**config.mk**
```make
export PLATFORM = sky130hd
export DESIGN_NAME = rx_reset_seq
export DESIGN_NICKNAME = d
export VERILOG_FILES = /design/src/rtl/rx_reset_seq_pkg.sv /design/src/rtl/rx_reset_sync.sv /design/src/rtl/rx_reset_ctrl.sv /design/src/rtl/rx_reset_dpath.sv /design/src/rtl/rx_reset_seq.sv
export SDC_FILE = /design/constraint.sdc
export NUM_CORES = 1
export LEC_CHECK = 0
export ABC_AREA = 1
export BUFFER_PORTS_ARGS = -buffer_cell sky130_fd_sc_hd__buf_2
export CAP_MARGIN = 15
export CORE_ASPECT_RATIO = 0.8
export CORE_MARGIN = 2
export CORE_UTILIZATION = 50
export DETAILED_ROUTE_END_ITERATION = 8
export PLACE_DENSITY = 0.81
export SLEW_MARGIN = 0
export SYNTH_ARGS = -nofsm -noshare
export SYNTH_HDL_FRONTEND = slang
export SYNTH_HIERARCHICAL = 1
export SYNTH_SLANG_ARGS = --single-unit
```
**constraint.sdc**
```tcl
create_clock -name clk -period 1.52 [get_ports clk]
set_clock_uncertainty 0.15 [all_clocks]
set_input_delay 0.076 -clock clk [delete_from_list [all_inputs] [get_ports clk]]
set_output_delay 0.076 -clock clk [all_outputs]
set_load 0.03 [all_outputs]
```
**src/rtl/rx_reset_seq_pkg.sv**
```systemverilog
package rx_reset_seq_pkg;
  // Per-channel strobes from control to the countdown datapath
  typedef struct packed {
    logic reload;   // a holding condition is present: restart the settle count
    logic advance;  // all conditions clear: step the countdown
  } seqStrobe_t;
endpackage

```
**src/rtl/rx_reset_sync.sv**
```systemverilog
module rx_reset_sync #(
  parameter int WIDTH = 1
) (
  input  logic             clk,
  input  logic             rstIn,
  input  logic [WIDTH-1:0] asyncIn,
  output logic [WIDTH-1:0] syncOut
);
  logic [WIDTH-1:0] stageOne;

  always_ff @(posedge clk or posedge rstIn) begin
    if (rstIn) begin
      stageOne <= '0;
      syncOut  <= '0;
    end else begin
      stageOne <= asyncIn;
      syncOut  <= stageOne;
    end
  end
endmodule

```
**src/rtl/rx_reset_ctrl.sv**
```systemverilog
module rx_reset_ctrl
  import rx_reset_seq_pkg::*;
#(
  parameter int NUM_CHAN = 4
) (
  input  logic                   clk,
  input  logic                   rstIn,
  input  logic [NUM_CHAN-1:0]    calSync,
  input  logic [NUM_CHAN-1:0]    lockSync,
  input  logic                   manualMode,
  output logic [NUM_CHAN-1:0]    anaRst,
  output seqStrobe_t [NUM_CHAN-1:0] strobe
);
  logic [NUM_CHAN-1:0] holdCond;

  // Analog reset: global reset or calibration in progress
  always_ff @(posedge clk or posedge rstIn) begin
    if (rstIn) anaRst <= '1;
    else       anaRst <= calSync;
  end

  // Lock loss counts as a holding condition only in automatic mode
  assign holdCond = calSync | anaRst | (~lockSync & {NUM_CHAN{~manualMode}});

  always_comb begin
    for (int c = 0; c < NUM_CHAN; c++) begin
      strobe[c].reload  = holdCond[c];
      strobe[c].advance = ~holdCond[c];
    end
  end
endmodule

```
**src/rtl/rx_reset_dpath.sv**
```systemverilog
module rx_reset_dpath
  import rx_reset_seq_pkg::*;
#(
  parameter int NUM_CHAN      = 4,
  parameter int SETTLE_CYCLES = 1000,
  parameter int READY_DELAY   = 4
) (
  input  logic                      clk,
  input  logic                      rstIn,
  input  seqStrobe_t [NUM_CHAN-1:0] strobe,
  output logic [NUM_CHAN-1:0]       digRst,
  output logic [NUM_CHAN-1:0]       chanReady
);
  localparam int CNT_W = $clog2(SETTLE_CYCLES + 1);
  localparam logic [CNT_W-1:0] CNT_LOAD = CNT_W'(SETTLE_CYCLES);

  for (genvar c = 0; c < NUM_CHAN; c++) begin : g_chan
    logic [CNT_W-1:0]       settleCnt;
    logic [READY_DELAY-1:0] readyPipe;
    logic [READY_DELAY-1:0] readyPipeNext;

    // Settle countdown and digital reset flag
    always_ff @(posedge clk or posedge rstIn) begin
      if (rstIn) begin
        settleCnt <= CNT_LOAD;
        digRst[c] <= 1'b1;
      end else if (strobe[c].reload) begin
        settleCnt <= CNT_LOAD;
        digRst[c] <= 1'b1;
      end else if (strobe[c].advance) begin
        if (settleCnt == '0) digRst[c] <= 1'b0;
        else                 settleCnt <= settleCnt - 1'b1;
      end
    end

    // Ready delay pipe: fills with ones once digital reset is released
    if (READY_DELAY == 1) begin : g_short
      assign readyPipeNext = 1'b1;
    end else begin : g_long
      assign readyPipeNext = {readyPipe[READY_DELAY-2:0], 1'b1};
    end

    always_ff @(posedge clk or posedge rstIn) begin
      if (rstIn)                               readyPipe <= '0;
      else if (strobe[c].reload || digRst[c])  readyPipe <= '0;
      else                                     readyPipe <= readyPipeNext;
    end

    assign chanReady[c] = readyPipe[READY_DELAY-1];
  end
endmodule

```
**src/rtl/rx_reset_seq.sv**
```systemverilog
module rx_reset_seq
  import rx_reset_seq_pkg::*;
#(
  parameter int NUM_CHAN      = 4,
  parameter int SETTLE_CYCLES = 1000,
  parameter int READY_DELAY   = 4
) (
  input  logic                clk,
  input  logic                rstIn,
  input  logic [NUM_CHAN-1:0] calBusyIn,
  input  logic [NUM_CHAN-1:0] cdrLockedIn,
  input  logic                manualMode,
  output logic [NUM_CHAN-1:0] anaRst,
  output logic [NUM_CHAN-1:0] digRst,
  output logic [NUM_CHAN-1:0] chanReady
);
  logic [NUM_CHAN-1:0]       calSync;
  logic [NUM_CHAN-1:0]       lockSync;
  seqStrobe_t [NUM_CHAN-1:0] strobe;

  rx_reset_sync #(.WIDTH(NUM_CHAN)) u_calSync (
    .clk(clk), .rstIn(rstIn), .asyncIn(calBusyIn), .syncOut(calSync)
  );

  rx_reset_sync #(.WIDTH(NUM_CHAN)) u_lockSync (
    .clk(clk), .rstIn(rstIn), .asyncIn(cdrLockedIn), .syncOut(lockSync)
  );

  rx_reset_ctrl #(.NUM_CHAN(NUM_CHAN)) u_ctrl (
    .clk(clk), .rstIn(rstIn), .calSync(calSync), .lockSync(lockSync),
    .manualMode(manualMode), .anaRst(anaRst), .strobe(strobe)
  );

  rx_reset_dpath #(
    .NUM_CHAN(NUM_CHAN), .SETTLE_CYCLES(SETTLE_CYCLES), .READY_DELAY(READY_DELAY)
  ) u_dpath (
    .clk(clk), .rstIn(rstIn), .strobe(strobe),
    .digRst(digRst), .chanReady(chanReady)
  );
endmodule

```
==> impl_metrics.csv <==
group,metric,value,unit
sta,hold_slack,154,ps
routing,drcViolationCount,0,
yosys,synth_top_area_share,30.0,%
yosys,synth.most_common_cell,"nand2_1",
yosys,syn_inst,488,
critical_path,required,1680,ps
floorplanning,initial_core_util,51.0,%
yosys,netlist_area,0.00400,sq mm
yosys,ys_seq_elements,80,
placed_design,place_congestion,0.846,
layout,n_antenna_cell,0,
critical_path,arrival,1770,ps
clocking,cts-root-buf,"clkbuf_8",
sta,worstMarginPinSlew,383,ps
power,vdd_drop_max,755,uV
floorplanning,fp-row-count,29,
yosys,synth-async-reset-ratio,100,%
yosys,ys_seq_area_share,51.1,%
status,status,"finished with violations",
routing,post_drt_wl_per_cell,16.0,um
global_routing,overflow,0,
sta,hold_viol,0,
global_routing,grt_first_pass_wirelength,15500,um
routing,first_pass_iters,5,
routing,drtIter0Drc,247,
floorplanning,dieHeight,84.0,um
sta,period_needed,1620,ps
floorplanning,coreArea,0.00784,sq mm
layout,area_delta_synth_final,40.4,%
placed_design,place_area,0.00464,sq mm
yosys,yosys-top-cells-count,"nand2_1 (96), inv_1 (86), nor2_1 (74)",
sta,max_freq,619,MHz
routing,ant_nets,0,
sta,drv_slew,0,
layout,finalInstanceArea,0.00561,sq mm
yosys,post-synth-top-area-cell,"dfrtp_1",
layout,fin_nets,613,
clocking,cts_tree,"built",
placed_design,port_buffers,22,
yosys,synth_edf_count,0,
flow_run,cap_violations,0,
layout,drive_above_1_share,46.4,%
sta,setup_tns,-1820,ps
yosys,yosys_warnings,6,
sta,maxSlewHeadroom,74.4,%
critical_path,cp-start-kind,"flip-flop",
clocking,numCtsBuffers,9,
critical_path,r2r_end,"u_dpath/g_chan[0].settleCnt[6]",
status,violations,"negative setup slack",
yosys,synthTopCellsByArea,"dfrtp_1 (30%), dfstp_2 (21%), nand2_1 (9.0%)",
clocking,clockBufferDepth,2,
yosys,synth_ff_type,"dfrtp_1",
critical_path,endpoint,"u_dpath/g_chan[0].settleCnt[6]",
placed_design,dp_slack,-236,ps
placed_design,dp.cells,660,
global_routing,grt_max_degree,46,
clocking,path_clk_slew,90,ps
yosys,synth_cell_types,29,
clocking,worstSkewPairLatency,370,ps
critical_path,crit_start,"u_calSync/syncOut[0]",
floorplanning,die_w,104,um
critical_path,reg2regPathDepth,9,
clocking,cts_htree_levels,3,
placed_design,post-dp-hpwl,6070,um
power,power.leakage,2.79,nW
layout,stdcell_count,711,
critical_path,crit_type,"reg -> reg",
power,power_density,925,mW/mm^2
sta,setup_viol,35,
routing,routed_wl,11400,um
sta,finalCritPeriodShare,106,%
clocking,cts.sinks,80,
critical_path,critPathCaptureType,"flip-flop",
global_routing,grtUsageTotal,22.2,%
sta,rsz0062_at_grt,"true",
floorplanning,io_pins,23,
hold_path,min_path_type,"in -> async",
floorplanning,dieArea,0.00873,sq mm
yosys,avgSynthCellArea,8.19,sq um
global_routing,antenna_found_initial,0,
routing,vias,3753,
sta,fin_ws,-95.2,ps
critical_path,timing.rr.start,"u_calSync/syncOut[0]",
routing,vias_per_cell,5.28,
yosys,syn_nets,503,
critical_path,critPathMaxFanout,6,
global_routing,first_global_vias,3501,
critical_path,reg2reg_slack,-100,ps
-- timing repair --
item,in CTS,in global routing
buffers inserted,9,16
pin swaps,12,34
endpoints found under the setup margin,31,44
gates cloned,0,1
hold endpoints to repair,67,0
resized for setup,22,101
hold buffers,9,0
-- registers in the layout, indices dropped and copies added, names as in the netlist --
signal and count:
u_ctrl/anaRst 4, u_lockSync/syncOut 4, u_calSync/syncOut 4, u_lockSync/stageOne 4, u_dpath/g_chan.settleCnt 40, u_dpath/digRst 4
u_calSync/stageOne 4, u_dpath/g_chan.readyPipe 16
-- cell usage in the layout, fill, tap and decap left out, types with 4 or more instances in the layout --
cell type,instances
inv_1,74
nand2_1,60
nor2_1,59
buf_4,58
dfrtp_1,47
nand3_1,33
dfstp_2,32
nand2_2,30
o21ai_2,27
buf_2,22
nand2_4,15
inv_2,14
buf_6,13
o21ai_0,12
nor2_2,11
nor2_4,11
nand4_1,11
clkbuf_8,9
dlygate4sd3_1,9
xor2_1,8
o21ai_1,6
nand3_2,6
buf_12,4
-- how the worst min path moves through the flow --
| stage | to | slack, ps | cells past startpoint |
|---|---|---|---|
| after global routing | u_lockSync/stageOne[3] | 180 | 3 |
| final | u_calSync/syncOut[1] | 150 | 3 |
| after floorplan | u_calSync/stageOne[0] | -260 | 1 |
| after CTS | u_calSync/syncOut[1] | 110 | 3 |
| after detailed placement | u_calSync/syncOut[1] | -60 | 2 |
| after global placement | u_lockSync/stageOne[1] | -70 | 2 |
-- worst max-delay path: stages, from the launching register on --
cell      delay, ps
dfrtp_1         420
inv_1            60
nand2_1          80
nor2_2          170
inv_2            70
nand2_4          70
a21boi_4        240
buf_12          170
nand2_2          60
o21ai_2          50
-- stage by stage --
step / utilization [%] / power [mW]
global route: 71.6 / 5.37
global placement: 59.2 / 3.03
CTS: 65.6 / 5.00
detailed placement: 59.2 / 3.06
finish: 71.6 / 5.19
floorplan: - / 2.79
-- logic make-up after synthesis --
logic type / share of synthesized area [%]
flip-flops: 51.1
buffers and inverters: 10.8
AO/OA/AOI/OAI: 8.57
AND/OR/NAND/NOR: 26.5
XOR/XNOR: 1.75
adder cells (fa/ha/maj): 1.25
-- final cells by class --
class                      instances  area, sq um
clock buffer                      10          128
clock inverter                     6          108
fill                             523         2220
inverter                          93          364
multi-input combinational        307         1950
sequential                        80         2040
tap                              108          135
timing repair buffer             107          887
-- report_power, final --
part	leakage, nW	total, mW	internal [mW]	switching [mW]
Clock	0.116	1.89	1.09	0.807
Sequential	0.963	2.35	2.26	0.0882
Combinational	1.71	0.949	0.401	0.548
-- routing by layer --
metal / vias to the layer above / track usage, % / wire length [um]
met5: - / 0 / 0
li1: 1730 / - / -
met2: 163 / 38.7 / 6060
met1: 1822 / 26.8 / 4470
met4: 0 / 9.21 / 320
met3: 38 / 4.92 / 512
Note: power is estimated with default switching activity, not from simulation.
